===== src/rtl/rxr_pkg.sv =====
// Package: shared types and constants of the receive ring writer.
package rxr_pkg;

    // Writer sequencing: idle, copying frame bytes, zero padding, header, discarding.
    typedef enum logic [2:0] {
        ST_IDLE,
        ST_DATA,
        ST_PAD,
        ST_HDR,
        ST_DROP
    } rxw_state_e;

    // Status byte bits.
    localparam logic [7:0] RXST_OK    = 8'h01;
    localparam logic [7:0] RXST_GROUP = 8'h20;

endpackage


===== src/rtl/rxr_space_chk.sv =====
// Module: rxr_space_chk
// Decides whether the ring has room for a worst-case frame plus its header.
// Works in page units shifted to bytes. It assumes the start page is below the
// stop page and that the current and boundary pages lie inside the ring.
// current == boundary counts as an empty ring.
module rxr_space_chk #(
    parameter int PAGE_BITS = 8,
    parameter int NEED      = 1518
) (
    input  logic [PAGE_BITS-1:0] cur,
    input  logic [PAGE_BITS-1:0] bnd,
    input  logic [PAGE_BITS-1:0] start,
    input  logic [PAGE_BITS-1:0] stop,
    output logic                 has_room
);
    localparam int BW = PAGE_BITS + 9;

    logic [BW-1:0] ring_b;
    logic [BW-1:0] used_b;
    logic [BW-1:0] avail_b;

    // Free bytes between the current page and the boundary page.
    always_comb begin
        ring_b = {1'b0, PAGE_BITS'(stop - start), 8'h00};
        used_b = {1'b0, PAGE_BITS'(cur - bnd), 8'h00};
        if (cur < bnd) begin
            avail_b = {1'b0, PAGE_BITS'(bnd - cur), 8'h00};
        end else begin
            avail_b = ring_b - used_b;
        end
        has_room = (avail_b >= BW'(NEED));
    end

endmodule


===== src/rtl/rxr_next_pg.sv =====
// Module: rxr_next_pg
// Computes the page that follows a stored frame. Pages are rounded up over the
// stored length plus the header, and the result wraps from the stop page back
// into the ring. It assumes base lies in [start, stop).
module rxr_next_pg #(
    parameter int PAGE_BITS = 8,
    parameter int LW        = 11,
    parameter int HDR_BYTES = 4
) (
    input  logic [PAGE_BITS-1:0] base,
    input  logic [PAGE_BITS-1:0] start,
    input  logic [PAGE_BITS-1:0] stop,
    input  logic [LW-1:0]        store_len,
    output logic [PAGE_BITS-1:0] nxt
);
    localparam int SW = LW + 2;
    localparam int ROUND = HDR_BYTES + 255;

    logic [SW-1:0]        span;
    logic [PAGE_BITS:0]   sum;

    // Round the occupied bytes up to pages, then wrap at the stop page.
    always_comb begin
        span = SW'(store_len) + SW'(ROUND);
        sum  = (PAGE_BITS + 1)'(base) + (PAGE_BITS + 1)'(span >> 8);
        if (sum >= {1'b0, stop}) begin
            nxt = PAGE_BITS'(sum - (PAGE_BITS + 1)'(PAGE_BITS'(stop - start)));
        end else begin
            nxt = PAGE_BITS'(sum);
        end
    end

endmodule


===== src/rtl/rxr_addr_step.sv =====
// Module: rxr_addr_step
// Advances a byte address by one. On reaching the first byte of the stop page,
// it wraps to the first byte of the start page.
module rxr_addr_step #(
    parameter int PAGE_BITS = 8,
    parameter int AW        = PAGE_BITS + 8
) (
    input  logic [AW-1:0]        addr,
    input  logic [PAGE_BITS-1:0] start,
    input  logic [PAGE_BITS-1:0] stop,
    output logic [AW-1:0]        nxt
);
    logic [AW-1:0] inc;

    // Increment, then fold the stop boundary onto the start page.
    always_comb begin
        inc = addr + AW'(1);
        nxt = (inc == {stop, 8'h00}) ? {start, 8'h00} : inc;
    end

endmodule


===== src/rtl/rxring_writer.sv =====
// Module: rxring_writer
// Stores accepted receive frames into a paged circular buffer.
// Frame bytes go to offset 4 of the current page and onward, wrapping at the stop page.
// Short frames are zero padded. A 4-byte header (status, next page, length low,
// length high) is then written at offset 0. After that the current page advances,
// the status register loads, and a one-cycle interrupt request fires.
// Assumptions: in_sof marks only the first byte of a frame, no frame exceeds
// MAX_FRAME bytes, and the ring registers are sane and steady during a frame.
module rxring_writer #(
    parameter int PAGE_BITS = 8,
    parameter int MAX_FRAME = 1514,
    parameter int MIN_FRAME = 60
) (
    input  logic                   clk,
    input  logic                   rst_n,
    input  logic                   stopped,
    input  logic [PAGE_BITS-1:0]   start_pg,
    input  logic [PAGE_BITS-1:0]   stop_pg,
    input  logic [PAGE_BITS-1:0]   bnd_pg,
    input  logic                   cur_wr_en,
    input  logic [PAGE_BITS-1:0]   cur_wr_data,
    input  logic                   in_valid,
    input  logic                   in_sof,
    input  logic                   in_eof,
    input  logic [7:0]             in_data,
    output logic                   in_ready,
    output logic                   mem_we,
    output logic [PAGE_BITS+7:0]   mem_addr,
    output logic [7:0]             mem_wdata,
    output logic [PAGE_BITS-1:0]   cur_pg,
    output logic [7:0]             rx_status,
    output logic                   rx_irq
);
    import rxr_pkg::*;

    localparam int AW        = PAGE_BITS + 8;
    localparam int HDR_BYTES = 4;
    localparam int NEED      = MAX_FRAME + HDR_BYTES;
    localparam int LW        = $clog2(NEED + 1);

    rxw_state_e           state_q;
    logic [PAGE_BITS-1:0] cur_q;
    logic [PAGE_BITS-1:0] base_q;
    logic [AW-1:0]        wr_addr_q;
    logic [LW-1:0]        len_q;
    logic [1:0]           hidx_q;
    logic                 group_q;
    logic                 mem_we_q;
    logic [AW-1:0]        mem_addr_q;
    logic [7:0]           mem_wdata_q;
    logic [7:0]           status_q;
    logic                 irq_q;

    logic                 has_room;
    logic [PAGE_BITS-1:0] nxt_pg;
    logic [AW-1:0]        addr_nxt;
    logic [LW-1:0]        len_inc;
    logic [LW-1:0]        store_len;
    logic [7:0]           stat_byte;
    logic [7:0]           hdr_byte;

    rxr_space_chk #(.PAGE_BITS(PAGE_BITS), .NEED(NEED)) u_space (
        .cur      (cur_q),
        .bnd      (bnd_pg),
        .start    (start_pg),
        .stop     (stop_pg),
        .has_room (has_room)
    );

    rxr_next_pg #(.PAGE_BITS(PAGE_BITS), .LW(LW), .HDR_BYTES(HDR_BYTES)) u_next (
        .base      (base_q),
        .start     (start_pg),
        .stop      (stop_pg),
        .store_len (store_len),
        .nxt       (nxt_pg)
    );

    rxr_addr_step #(.PAGE_BITS(PAGE_BITS), .AW(AW)) u_step (
        .addr  (wr_addr_q),
        .start (start_pg),
        .stop  (stop_pg),
        .nxt   (addr_nxt)
    );

    // Frame length bookkeeping and the header byte selected by hidx_q.
    always_comb begin
        len_inc   = len_q + LW'(1);
        store_len = len_q + LW'(HDR_BYTES);
        stat_byte = RXST_OK | (group_q ? RXST_GROUP : 8'h00);
        case (hidx_q)
            2'd0:    hdr_byte = stat_byte;
            2'd1:    hdr_byte = 8'(nxt_pg);
            2'd2:    hdr_byte = store_len[7:0];
            default: hdr_byte = 8'(store_len >> 8);
        endcase
    end

    // Source is held off only while padding or the header is being written.
    assign in_ready = (state_q == ST_IDLE) || (state_q == ST_DATA) || (state_q == ST_DROP);

    // Main sequencer: accept or refuse, copy, pad, write header, commit.
    always_ff @(posedge clk) begin
        if (!rst_n) begin
            state_q     <= ST_IDLE;
            cur_q       <= '0;
            base_q      <= '0;
            wr_addr_q   <= '0;
            len_q       <= '0;
            hidx_q      <= '0;
            group_q     <= 1'b0;
            mem_we_q    <= 1'b0;
            mem_addr_q  <= '0;
            mem_wdata_q <= '0;
            status_q    <= '0;
            irq_q       <= 1'b0;
        end else begin
            mem_we_q <= 1'b0;
            irq_q    <= 1'b0;
            if (cur_wr_en) begin
                cur_q <= cur_wr_data;
            end
            case (state_q)
                ST_IDLE: begin
                    hidx_q <= '0;
                    if (in_valid && in_sof) begin
                        if (stopped || !has_room) begin
                            state_q <= in_eof ? ST_IDLE : ST_DROP;
                        end else begin
                            base_q      <= cur_q;
                            group_q     <= in_data[0];
                            mem_we_q    <= 1'b1;
                            mem_addr_q  <= {cur_q, 8'(HDR_BYTES)};
                            mem_wdata_q <= in_data;
                            wr_addr_q   <= {cur_q, 8'(HDR_BYTES + 1)};
                            len_q       <= LW'(1);
                            if (in_eof) begin
                                state_q <= (MIN_FRAME > 1) ? ST_PAD : ST_HDR;
                            end else begin
                                state_q <= ST_DATA;
                            end
                        end
                    end
                end
                ST_DATA: begin
                    if (in_valid) begin
                        mem_we_q    <= 1'b1;
                        mem_addr_q  <= wr_addr_q;
                        mem_wdata_q <= in_data;
                        wr_addr_q   <= addr_nxt;
                        len_q       <= len_inc;
                        if (in_eof) begin
                            state_q <= (len_inc < LW'(MIN_FRAME)) ? ST_PAD : ST_HDR;
                        end
                    end
                end
                ST_PAD: begin
                    mem_we_q    <= 1'b1;
                    mem_addr_q  <= wr_addr_q;
                    mem_wdata_q <= 8'h00;
                    wr_addr_q   <= addr_nxt;
                    len_q       <= len_inc;
                    if (len_inc >= LW'(MIN_FRAME)) begin
                        state_q <= ST_HDR;
                    end
                end
                ST_HDR: begin
                    mem_we_q    <= 1'b1;
                    mem_addr_q  <= {base_q, 8'(hidx_q)};
                    mem_wdata_q <= hdr_byte;
                    hidx_q      <= hidx_q + 2'd1;
                    if (hidx_q == 2'd3) begin
                        cur_q    <= nxt_pg;
                        status_q <= stat_byte;
                        irq_q    <= 1'b1;
                        state_q  <= ST_IDLE;
                    end
                end
                ST_DROP: begin
                    if (in_valid && in_eof) begin
                        state_q <= ST_IDLE;
                    end
                end
                default: state_q <= ST_IDLE;
            endcase
        end
    end

    assign mem_we    = mem_we_q;
    assign mem_addr  = mem_addr_q;
    assign mem_wdata = mem_wdata_q;
    assign cur_pg    = cur_q;
    assign rx_status = status_q;
    assign rx_irq    = irq_q;

endmodule


===== config.mk =====
export PLATFORM = sky130hd
export DESIGN_NAME = rxring_writer
export DESIGN_NICKNAME = d
export VERILOG_FILES = /design/src/rtl/rxr_pkg.sv /design/src/rtl/rxr_space_chk.sv /design/src/rtl/rxr_next_pg.sv /design/src/rtl/rxr_addr_step.sv /design/src/rtl/rxring_writer.sv
export SDC_FILE = /design/constraint.sdc
export NUM_CORES = 1
export LEC_CHECK = 0
export ABC_AREA = 1
export ABC_CLOCK_PERIOD_IN_PS = 9000
export BUFFER_PORTS_ARGS = -buffer_cell sky130_fd_sc_hd__clkbuf_2
export CORE_MARGIN = 3
export CORE_UTILIZATION = 62
export DETAILED_ROUTE_END_ITERATION = 10
export PLACE_DENSITY = 0.9
export SETUP_SLACK_MARGIN = 0.4
export SKIP_CTS_REPAIR_TIMING = 1
export SLEW_MARGIN = 25
export SYNTH_ARGS = -nofsm -noshare
export SYNTH_HDL_FRONTEND = slang
export SYNTH_SLANG_ARGS = --single-unit

===== constraint.sdc =====
create_clock -name clk -period 9 [get_ports clk]
set_input_delay 2.7 -clock clk [delete_from_list [all_inputs] [get_ports clk]]
set_output_delay 2.7 -clock clk [all_outputs]
set_load 0.005 [all_outputs]

==> metrics.log, run 1 <==
[metrics] run status: completed
[metrics] largest net degree at the start of global routing: 55
[metrics] CP delay by family, top: simple AND/OR/NAND/NOR gates
[metrics] die area: 12830 µm²
[metrics] total DRC errors in the routed layout: 0
[metrics] Avg Inst Size Synth: 6.073 µm²
[metrics] fraction of power spent switching nets: 47.26%
[metrics] antenna-violating nets left: 0
[metrics] Max Fclk: 0.1538 GHz
[metrics] Crit path arrival time: 6.70 ns
[metrics] number of DRC markers in iteration 0: 811
[metrics] TritonCTS Sinks: 77
[metrics] Worst-Margin Slew: 0.9796 ns
[metrics] num rows: 38
[metrics] initial antenna violation count: 1
[metrics] Post-Synthesis Cells: 1175
[metrics] cell depth of the worst flop-to-flop path: 25
[metrics] power density normalized to cell area: 232.9 nW/µm²
[metrics] data required time at the worst endpoint: 9.20 ns
[metrics] reg-to-reg setup timing slack: 3.26 ns
[metrics] total CTS buffers: 9
[metrics] aggregate global routing overflow: 0
[metrics] TritonCTS clock tree: yes
[metrics] critical path startpoint category: input port
[metrics] launch point of the worst reg-to-reg path: len_q[3]$_SDFFE_PN0P_
[metrics] most repeated library cell on the critical path: sky130_fd_sc_hd__nand2_1
[metrics] count of distinct cell types in the synthesized netlist: 47
[metrics] Die Width: 113.3 µm
[metrics] Die Height: 113.3 µm
[metrics] ys flop type: sky130_fd_sc_hd__dfxtp_1
[metrics] Clk Latency, worst-skew pair: 0.35 ns
[metrics] part of the cycle the worst path needs: 72.27%
[metrics] async set-or-reset flop fraction in the synthesized netlist: 0%
[metrics] Final Hold Fails: 0
[metrics] dpl hpwl: 15.51 mm
[metrics] GPL Wtd Cong: 1.019
[metrics] Critical Path Max Stage Delay: 0.56 ns
[metrics] Final Slew Violations: 0
[metrics] wire length after detailed routing: 20.05 mm
[metrics] cell-internal power: 964.1 µW
[metrics] wire per inst: 14.52 µm
[metrics] Starting Density: 64.69%
[metrics] Tot GR Track Use: 31.05%
[metrics] global-route wire length before repair: 32.51 mm
[metrics] placement-stage cell area: 7540 µm²
[metrics] mean number of vias per cell: 5.686
[metrics] share of post-route cells with drive strength above 1: 10.96%
[metrics] portion of total power attributed to sequential cells: 27.0%
[metrics] fraction of the yosys area taken by sequential cells: 21.60%
[metrics] fin crit period: 6.504 ns
[metrics] maximum net fanout on the critical path: 11
[metrics] number of violations of the max-capacitance limit: 0
[metrics] FILL cells: 962
[metrics] share of total power in combinational logic: 52.3%
[metrics] count of yosys warnings during synthesis: 0
[metrics] net switching power of the design: 863.9 µW
[metrics] max-slew headroom at the worst pin: 34.62%
[metrics] number of search-and-repair iterations in the first detailed-routing pass: 7
[metrics] flops & latches, synth: 77
[metrics] number of global-route vias before repair: 7131
[metrics] capturing instance or port of the critical path: base_q[1]$_SDFFE_PN0P_
[metrics] Peak supply drop: 0.1837 mV
[metrics] worst reg2reg endpoint: mem_wdata[5]$_SDFFE_PN0P_
[metrics] slowest stage cell on the critical path: sky130_fd_sc_hd__nor2_1
[metrics] finished layout cell area: 7848 µm²
[metrics] standard cell core area: 11030 µm²
[metrics] buffers from clock root to sink, at most: 2
[metrics] Lkg Pwr: 0.004144 µW
[metrics] logic depth of the worst setup path including buffers: 26
[metrics] input/output buffers: 83
[metrics] Setup-failing EPs final: 0
[metrics] deepest level of the CTS H-tree: 3
[metrics] Setup crit end kind: flop
[metrics] aggregate negative setup slack: 0 ns
[metrics] Clk network pwr share: 20.6%
[metrics] unrepaired setup endpoints after global routing: false
[metrics] clock slew at the register clock pins of the worst setup and hold paths: 0.06 ns
[metrics] Post-Route Skew: 0.006256 ns
[metrics] layout-stage area growth over the synthesis result: 9.977%
[metrics] Crit path buffers/inverters: 4
[metrics] class of the tightest hold or removal check: reg2reg
[metrics] crit path launch: stop_pg[0]
[metrics] antenna diode instance count: 0
[metrics] number of nets at the end of the flow: 1346
[metrics] buffer type at the clock tree root: sky130_fd_sc_hd__clkbuf_16
[metrics] type of the worst setup path: in2reg
[metrics] vias after detailed routing: 7853
[metrics] Top Ports: 90
[metrics] total standard cell area after synthesis: 7136 µm²
[metrics] count of flip-flops with a built-in enable after synthesis: 0
## stage by stage
step | setup WS [ns] | std cells | power [µW] | hold WS, ns | utilization (%)
floorplan | 3.262 | 1180 | 1225 | 0.4487 | -
CTS | 2.548 | 1381 | 1811 | 0.4659 | 71.14
finish | 2.496 | 1381 | 1828 | 0.4569 | 71.14
global route | 2.064 | 1381 | 1981 | 0.4923 | 71.14
detailed placement | 2.252 | 1365 | 1431 | 0.4540 | 68.35
global placement | 2.469 | 1365 | 1403 | 0.4385 | 68.35
## layout make-up
class	count	area [µm²]	share of cell area, %
Clock inverter	6	68.82	0.8769
Timing Repair Buffer	84	422.9	5.389
Tap cell	140	175.2	2.232
Clock buffer	10	239.0	3.045
Sequential cell	77	1541	19.64
Inverter	177	664.4	8.466
Multi-Input combinational cell	887	4736	60.35
## placed cells by master (no fill, tap or decap), types with 2 or more instances in the layout
cell,netlist,final
sky130_fd_sc_hd__o21ai_0,40,40
sky130_fd_sc_hd__a21oi_1,89,89
sky130_fd_sc_hd__inv_6,0,2
sky130_fd_sc_hd__a21o_1,4,4
sky130_fd_sc_hd__nor3_2,2,2
sky130_fd_sc_hd__nand4_1,30,30
sky130_fd_sc_hd__ha_1,57,57
sky130_fd_sc_hd__nand2_2,7,7
sky130_fd_sc_hd__a31oi_1,3,3
sky130_fd_sc_hd__nor2_1,144,144
sky130_fd_sc_hd__conb_1,1,6
sky130_fd_sc_hd__nor3_1,3,3
sky130_fd_sc_hd__dfxtp_1,77,77
sky130_fd_sc_hd__inv_1,174,173
sky130_fd_sc_hd__and2_1,5,5
sky130_fd_sc_hd__xnor2_1,5,5
sky130_fd_sc_hd__clkbuf_2,0,83
sky130_fd_sc_hd__or2_2,7,7
sky130_fd_sc_hd__nor2_4,2,2
sky130_fd_sc_hd__o21bai_1,7,7
sky130_fd_sc_hd__o21a_1,2,2
sky130_fd_sc_hd__inv_2,3,4
sky130_fd_sc_hd__clkbuf_16,0,9
sky130_fd_sc_hd__o21ai_1,2,2
sky130_fd_sc_hd__fa_1,6,6
sky130_fd_sc_hd__nand3_1,79,79
sky130_fd_sc_hd__nand2_1,321,321
sky130_fd_sc_hd__xor2_1,30,30
sky130_fd_sc_hd__o22ai_1,6,6
sky130_fd_sc_hd__nor2_2,7,7
sky130_fd_sc_hd__nand3b_1,4,4
sky130_fd_sc_hd__a22oi_1,5,5
sky130_fd_sc_hd__nand3_4,2,2
## worst register-to-register path, cell delays in order, from the launching register on
cell	delay (ns)
sky130_fd_sc_hd__dfxtp_1	0.39
sky130_fd_sc_hd__ha_1	0.19
sky130_fd_sc_hd__nand2_1	0.09
sky130_fd_sc_hd__nor2_1	0.13
sky130_fd_sc_hd__xor2_1	0.31
sky130_fd_sc_hd__nand2_1	0.09
sky130_fd_sc_hd__nor4_1	0.28
sky130_fd_sc_hd__nand3b_1	0.19
sky130_fd_sc_hd__xnor2_1	0.22
sky130_fd_sc_hd__ha_1	0.20
sky130_fd_sc_hd__inv_1	0.05
sky130_fd_sc_hd__fa_1	0.39
sky130_fd_sc_hd__nand3b_1	0.17
sky130_fd_sc_hd__nand2_1	0.15
sky130_fd_sc_hd__nand2_1	0.09
sky130_fd_sc_hd__xor2_1	0.34
sky130_fd_sc_hd__ha_1	0.34
sky130_fd_sc_hd__a21oi_1	0.19
sky130_fd_sc_hd__o211ai_1	0.10
sky130_fd_sc_hd__nor2_1	0.26
sky130_fd_sc_hd__nand3_1	0.38
sky130_fd_sc_hd__o21ai_0	0.57
sky130_fd_sc_hd__nand2_1	0.15
sky130_fd_sc_hd__a21oi_1	0.21
sky130_fd_sc_hd__nor2_1	0.08
sky130_fd_sc_hd__nor2_1	0.10
## cells in the mapped netlist, drive strengths merged, types with 2 or more instances
master	instances	area, µm²
nand2	329	1260
nand3	82	440.4
fa	6	120.1
a21o	4	30.03
clkbuf	13	48.80
a31oi	3	18.77
xor2	30	262.8
buf	26	163.9
o22ai	6	37.54
inv	177	664.4
a22oi	5	37.54
nand3b	4	30.03
o21a	2	15.01
nor2	153	606.8
dfxtp	77	1541
ha	57	713.2
nor3	6	51.30
o21ai	43	219.0
or2	8	50.05
xnor2	5	43.79
nand4	30	187.7
and2	5	31.28
a21oi	89	445.4
o21bai	7	52.55
## per-layer routing
layer	vias up	routed length, µm	global-route usage, %
li1	3846	-	-
met1	3485	8246	40.86
met2	442	8938	49.92
met3	78	2165	6.257
met4	2	690	12.50
met5	-	13	0
## worst min-delay path by stage
stage	startpoint	endpoint	slack, ns	depth (start not counted)
global placement	rx_status[0]$_SDFFE_PN0P_	rx_status[0]$_SDFFE_PN0P_	0.44	2
floorplan	rx_status[0]$_SDFFE_PN0P_	rx_status[0]$_SDFFE_PN0P_	0.45	2
CTS	rx_status[5]$_SDFFE_PN0P_	rx_status[5]$_SDFFE_PN0P_	0.47	2
global route	mem_addr[6]$_SDFFE_PN0P_	mem_addr[6]$_SDFFE_PN0P_	0.49	2
detailed placement	rx_status[0]$_SDFFE_PN0P_	rx_status[0]$_SDFFE_PN0P_	0.45	2
finish	rx_status[0]$_SDFFE_PN0P_	rx_status[0]$_SDFFE_PN0P_	0.46	2
## state kept, by name, summed over array words and instances (netlist names), 2 cells and up
register   cells
hidx_q         2
len_q         11
wr_addr_q     16
state_q        3
mem_wdata      8
cur_pg         8
rx_status      2
base_q         8
mem_addr      16
## power by group through the flow
stage | Combinational [µW] | Sequential [µW] | Clock, µW
after floorplan | 742 | 483 | 0
after global placement | 907 | 497 | 0
after detailed placement | 932 | 499 | 0
after CTS | 941 | 492 | 378
after global routing | 1090 | 504 | 391
final | 957 | 494 | 377
## logic make-up (layout without fill, tap and decap cells)
family,after synthesis,count (layout),share of synthesized area (%)
DFF,77,77,21.60
xor gates and xnor gates,35,35,4.296
adders and majority gates,63,63,11.68
AOI/OAI and AO/OA,164,164,12.61
buffers and inverters,216,277,12.29
and+or+nand+nor,618,618,37.33
other,1,6,0.05255
muxes,1,1,0.1403
Power figures use the tool's default switching activity.
==> run 2, diff against run 1 <==
- ABC_CLOCK_PERIOD_IN_PS: 9000 -> 5630
- CORE_UTILIZATION: 62 -> 54
- PLACE_DENSITY: 0.9 -> 0.83
- clock period: 9 -> 5.63 ns (I/O delays scaled with it)
==> metrics.log, run 2 (synthesis gave the netlist of run 1 again) <==
[metrics] met1 Resource Use GR: 36.79%
[metrics] TritonCTS Sinks: 77
[metrics] data required time at the worst endpoint: 5.86 ns
[metrics] met3 Track Usage GR: 4.289%
[metrics] most utilized layer in the global route result: met2
[metrics] vias after detailed routing: 7769
[metrics] critical path startpoint category: input port
[metrics] number of nets at the end of the flow: 1357
[metrics] unrepaired setup endpoints after global routing: true
[metrics] aggregate global routing overflow: 0
[metrics] maximum net fanout on the critical path: 6
[metrics] Setup-failing EPs final: 0
[metrics] standard cell core area: 12770 µm²
[metrics] buffers from clock root to sink, at most: 2
[metrics] run status: completed
[metrics] global-route wire length before repair: 32.89 mm
[metrics] worst slack at placement: 0.02239 ns
[metrics] part of the cycle the worst path needs: 88.19%
[metrics] max-slew headroom at the worst pin: 32.75%
[metrics] initial antenna violation count: 0
[metrics] FILL cells: 1170
[metrics] Die Width: 121.0 µm
[metrics] class of the tightest hold or removal check: reg2reg
[metrics] final core utilization: 63.21%
[metrics] num rows: 41
[metrics] fin crit period: 4.965 ns
[metrics] Final Slew Violations: 0
[metrics] deepest level of the CTS H-tree: 3
[metrics] Worst-Margin Slew: 1.008 ns
[metrics] area taken by flip-flops and latches: 1541 µm²
[metrics] Peak supply drop: 0.2586 mV
[metrics] total CTS buffers: 9
[metrics] clock slew at the register clock pins of the worst setup and hold paths: 0.06 ns
[metrics] wire per inst: 14.24 µm
[metrics] Crit path buffers/inverters: 6
[metrics] CP delay by family, top: simple AND/OR/NAND/NOR gates
[metrics] number of global-route vias before repair: 6928
[metrics] met2 Usage GRT: 44.81%
[metrics] slowest stage cell on the critical path: sky130_fd_sc_hd__fa_2
[metrics] aggregate negative setup slack: 0 ns
[metrics] Post-Route Skew: 0.008333 ns
[metrics] largest net degree at the start of global routing: 46
[metrics] buffer type at the clock tree root: sky130_fd_sc_hd__clkbuf_16
[metrics] TritonCTS clock tree: yes
[metrics] number of violations of the max-capacitance limit: 0
[metrics] top library cells by usage in the layout, fill and taps aside: 321 x sky130_fd_sc_hd__nand2_1, 173 x sky130_fd_sc_hd__inv_1, 142 x sky130_fd_sc_hd__nor2_1
[metrics] antenna diode instance count: 0
[metrics] final critical-path setup slack: 0.6647 ns
[metrics] wire length after detailed routing: 20.28 mm
[metrics] Clk Latency, worst-skew pair: 0.33 ns
[metrics] Lkg Pwr: 0.004230 µW
[metrics] GPL Wtd Cong: 1.002
[metrics] Die Height: 121.0 µm
[metrics] Critical Path Max Stage Delay: 0.36 ns
[metrics] Tot GR Track Use: 27.41%
[metrics] area of combinational cells with multiple inputs: 4813 µm²
[metrics] share of post-route cells with drive strength above 1: 12.38%
[metrics] type of the worst setup path: in2reg
[metrics] Starting Density: 55.86%
[metrics] mean number of vias per cell: 5.456
[metrics] power density normalized to cell area: 370.9 nW/µm²
[metrics] Max Fclk: 0.2014 GHz
[metrics] leading cell type in the layout, fill and taps excluded: sky130_fd_sc_hd__nand2_1
[metrics] die area: 14630 µm²
[metrics] input/output buffers: 83
[metrics] layout-stage area growth over the synthesis result: 13.15%
[metrics] total DRC errors in the routed layout: 0
[metrics] number of search-and-repair iterations in the first detailed-routing pass: 5
[metrics] dpl hpwl: 15.59 mm
[metrics] most repeated library cell on the critical path: sky130_fd_sc_hd__nor2_1
[metrics] antenna-violating nets left: 0
[metrics] Top Ports: 90
[metrics] Setup crit end kind: flop
[metrics] Crit path arrival time: 5.19 ns
[metrics] Final Hold Fails: 0
[metrics] number of DRC markers in iteration 0: 802
## run 2: changes by cell type in the layout (fill, tap and decap cells not counted), sizes merged
| cell | delta |
|---|---|
| clkbuf | +5 |
| inv | -2 |
| buf | +9 |
| bufinv | -1 |
## run 2: layout make-up
cell class                      instances  area share, %
Multi-Input combinational cell        887          59.62
Sequential cell                        77          19.09
Inverter                              177          8.229
Timing Repair Buffer                   95          7.035
Clock buffer                           13          3.099
Tap cell                              172          2.665
Clock inverter                          3         0.2634
## run 2: stage by stage
step                      cell area (µm²)  power, µW  hold slack [ns]  std cells
after detailed placement             7637       2325           0.4607       1403
after global placement               7637       2298           0.4516       1403
after CTS                            7909       2868           0.4695       1419
after global routing                 8074       3253           0.4978       1424
after floorplan                      7154       1959           0.4487       1180
final                                8074       2994           0.4626       1424
## run 2: worst register-to-register path, delay by kind of cell (launching register included)
family,cells,cell delay (ns)
adder cells (fa/ha/maj),4,1.06
XOR/XNOR,3,0.61
AO/OA/AOI/OAI,4,0.82
buffers and inverters,1,0.06
flip-flops,1,0.39
AND/OR/NAND/NOR,13,1.90
## run 2: where the power goes
part           total, µW  leakage [µW]  internal [µW]  switching, µW
Sequential           792      0.000632            671            121
Clock                533      0.000130            311            222
Combinational       1670       0.00347            607           1060
## run 2: path summary, 6_finish.rpt
check | start | endpoint | slack [ns] | depth (start not counted)
worst max-delay path | stop_pg[0] | mem_addr[13]$_SDFFE_PN0P_ | 0.66 | 27
worst min-delay path | mem_addr[4]$_SDFFE_PN0P_ | mem_addr[4]$_SDFFE_PN0P_ | 0.46 | 2
worst max register to register | len_q[3]$_SDFFE_PN0P_ | mem_wdata[4]$_SDFFE_PN0P_ | 0.72 | 25
worst min register to register | mem_addr[4]$_SDFFE_PN0P_ | mem_addr[4]$_SDFFE_PN0P_ | 0.46 | 2
## run 2: layer usage
layer	vias up	share of wire (%)
met5	-	0
met4	0	3.2
met3	53	8.0
met2	342	46
met1	3505	43
li1	3869	-
==> run 3, diff against run 2 <==
- CORE_UTILIZATION: 54 -> 35
- PLACE_DENSITY: 0.83 -> not set
==> metrics.log, run 3 (synthesis gave the netlist of run 1 again) <==
[metrics] run status: completed
[metrics] GPL Wtd Cong: 0.9107
[metrics] standard cell core area: 19720 µm²
[metrics] type of the worst setup path: in2reg
[metrics] mean number of vias per cell: 4.915
[metrics] number of search-and-repair iterations in the first detailed-routing pass: 5
[metrics] cell depth of the worst flop-to-flop path: 27
[metrics] class of the tightest hold or removal check: reg2reg
[metrics] antenna diode instance count: 0
[metrics] area of combinational cells with multiple inputs: 4777 µm²
[metrics] Post-Route Skew: 0.007009 ns
[metrics] worst reg2reg endpoint: mem_wdata[6]$_SDFFE_PN0P_
[metrics] total CTS buffers: 9
[metrics] Starting Density: 36.19%
[metrics] Top Ports: 90
[metrics] TritonCTS clock tree: yes
[metrics] total DRC errors in the routed layout: 0
[metrics] fin crit period: 4.858 ns
[metrics] number of violations of the max-capacitance limit: 0
[metrics] input/output buffers: 83
[metrics] Die Width: 148.8 µm
[metrics] share of post-route cells with drive strength above 1: 12.58%
[metrics] Final Hold Fails: 0
[metrics] wire length after detailed routing: 21.89 mm
[metrics] number of global-route vias before repair: 6714
[metrics] reg-to-reg setup timing slack: 0.83 ns
[metrics] metal3 WL: 960 µm
[metrics] vias after detailed routing: 7475
[metrics] Clk Latency, worst-skew pair: 0.35 ns
[metrics] unrepaired setup endpoints after global routing: false
[metrics] Die Height: 148.8 µm
[metrics] number of DRC markers in iteration 0: 625
[metrics] deepest level of the CTS H-tree: 3
[metrics] global-route wire length before repair: 34.34 mm
[metrics] die area: 22140 µm²
[metrics] Lkg Pwr: 0.004246 µW
[metrics] buffer type at the clock tree root: sky130_fd_sc_hd__clkbuf_16
[metrics] clock slew at the register clock pins of the worst setup and hold paths: 0.06 ns
[metrics] max-slew headroom at the worst pin: 31.00%
[metrics] Setup-failing EPs final: 0
[metrics] Max Fclk: 0.2059 GHz
[metrics] final core utilization: 41.59%
[metrics] capturing instance or port of the critical path: mem_wdata[2]$_SDFFE_PN0P_
[metrics] uppermost signal routing layer after detailed routing: met4
[metrics] data required time at the worst endpoint: 5.86 ns
[metrics] area taken by flip-flops and latches: 1541 µm²
[metrics] dpl hpwl: 17.51 mm
[metrics] top library cells by usage in the layout, fill and taps aside: 320 x sky130_fd_sc_hd__nand2_1, 173 x sky130_fd_sc_hd__inv_1, 142 x sky130_fd_sc_hd__nor2_1
[metrics] buffers from clock root to sink, at most: 2
[metrics] aggregate negative setup slack: 0 ns
[metrics] Peak supply drop: 0.1845 mV
[metrics] Tot GR Track Use: 19.33%
[metrics] Worst-Margin Slew: 1.034 ns
[metrics] TritonCTS Sinks: 77
[metrics] Final Slew Violations: 0
[metrics] antenna-violating nets left: 0
[metrics] num rows: 51
[metrics] leading cell type in the layout, fill and taps excluded: sky130_fd_sc_hd__nand2_1
[metrics] Crit path arrival time: 5.08 ns
[metrics] FILL cells: 2158
[metrics] launch point of the worst reg-to-reg path: len_q[3]$_SDFFE_PN0P_
[metrics] number of nets at the end of the flow: 1361
[metrics] part of the cycle the worst path needs: 86.28%
[metrics] initial antenna violation count: 0
[metrics] crit path launch: stop_pg[0]
[metrics] power density normalized to cell area: 372.2 nW/µm²
[metrics] wire per inst: 14.39 µm
[metrics] met1 layer wirelength in the final routing: 10.79 mm
[metrics] Setup crit end kind: flop
[metrics] largest net degree at the start of global routing: 46
[metrics] Met2 Wirelength: 9.884 mm
[metrics] critical path startpoint category: input port
[metrics] aggregate global routing overflow: 0
[metrics] layout-stage area growth over the synthesis result: 14.92%
[metrics] maximum net fanout on the critical path: 21
==> run 3: cell count changes in the layout (fill, tap and decap cells not counted), moves of 2 or more <==
cell,before,now
sky130_fd_sc_hd__buf_4,7,13
sky130_fd_sc_hd__buf_6,0,2
sky130_fd_sc_hd__buf_8,2,0
sky130_fd_sc_hd__bufinv_16,0,2
sky130_fd_sc_hd__clkbuf_1,3,0
sky130_fd_sc_hd__clkbuf_16,11,9
sky130_fd_sc_hd__o21ai_0,35,40
sky130_fd_sc_hd__o21ai_1,5,2
sky130_fd_sc_hd__o21ai_2,3,1
==> run 3: report_power, final <==
| part | internal [µW] | switching (µW) |
|---|---|---|
| clock network | 395 | 261 |
| logic | 566 | 1040 |
| registers | 671 | 122 |
==> run 3: cell type report <==
cell class	instances	share of cell area, %
Inverter	177	8.102
Timing Repair Buffer	99	6.774
Tap cell	265	4.043
Sequential cell	77	18.80
Clock inverter	7	1.282
Multi-Input combinational cell	887	58.25
Clock buffer	9	2.746
==> run 3: worst min path at each step <==
stage,from,to,cells after the start
4_1_cts,rx_status[5]$_SDFFE_PN0P_,rx_status[5]$_SDFFE_PN0P_,2
3_3_place_gp,rx_status[5]$_SDFFE_PN0P_,rx_status[5]$_SDFFE_PN0P_,2
2_1_floorplan,rx_status[0]$_SDFFE_PN0P_,rx_status[0]$_SDFFE_PN0P_,2
6_report,rx_status[0]$_SDFFE_PN0P_,rx_status[0]$_SDFFE_PN0P_,2
5_1_grt,mem_addr[15]$_SDFFE_PN0P_,mem_addr[15]$_SDFFE_PN0P_,2
3_5_place_dp,rx_status[5]$_SDFFE_PN0P_,rx_status[5]$_SDFFE_PN0P_,2
==> run 3: critical path: stages <==
cell and delay [ns]:
sky130_fd_sc_hd__clkbuf_2 0.11, sky130_fd_sc_hd__inv_1 0.07, sky130_fd_sc_hd__ha_1 0.14, sky130_fd_sc_hd__inv_1 0.06
sky130_fd_sc_hd__fa_1 0.40, sky130_fd_sc_hd__a21oi_1 0.15, sky130_fd_sc_hd__nor2_1 0.05, sky130_fd_sc_hd__nor2_1 0.14
sky130_fd_sc_hd__o21ai_0 0.10, sky130_fd_sc_hd__a21o_1 0.19, sky130_fd_sc_hd__xnor2_2 0.16, sky130_fd_sc_hd__inv_1 0.06
sky130_fd_sc_hd__ha_1 0.33, sky130_fd_sc_hd__nand2_1 0.10, sky130_fd_sc_hd__o21ai_0 0.09, sky130_fd_sc_hd__nor2_1 0.13
sky130_fd_sc_hd__nand2_1 0.06, sky130_fd_sc_hd__nand2_1 0.06, sky130_fd_sc_hd__nand2_1 0.04, sky130_fd_sc_hd__nor2_1 0.10
sky130_fd_sc_hd__nand3_1 0.12, sky130_fd_sc_hd__nand2_4 0.16, sky130_fd_sc_hd__nand2_4 0.09, sky130_fd_sc_hd__nand2_1 0.10
sky130_fd_sc_hd__buf_6 0.19, sky130_fd_sc_hd__nand2_1 0.07, sky130_fd_sc_hd__nand2_1 0.06, sky130_fd_sc_hd__a21oi_1 0.05
==> run 3: per-layer routing <==
metal | GRT usage (%) | vias to the layer above
met5 | 0 | -
met4 | 3.478 | 0
met3 | 2.704 | 19
met2 | 30.80 | 169
met1 | 28.20 | 3410
li1 | - | 3877
==> run 3: through the flow <==
step / instances / hold slack [ns] / setup slack [ns] / total power [µW] / area [µm²]
after floorplan: 1180 / 0.4487 / 0.9029 / 1959 / 7154
after global placement: 1503 / 0.4586 / 0.3382 / 2354 / 7806
after detailed placement: 1503 / 0.4551 / 0.2019 / 2366 / 7806
after CTS: 1519 / 0.4742 / 0.5233 / 3031 / 8137
after global routing: 1521 / 0.5070 / 0.3663 / 3325 / 8200
final: 1521 / 0.4691 / 0.7722 / 3053 / 8200
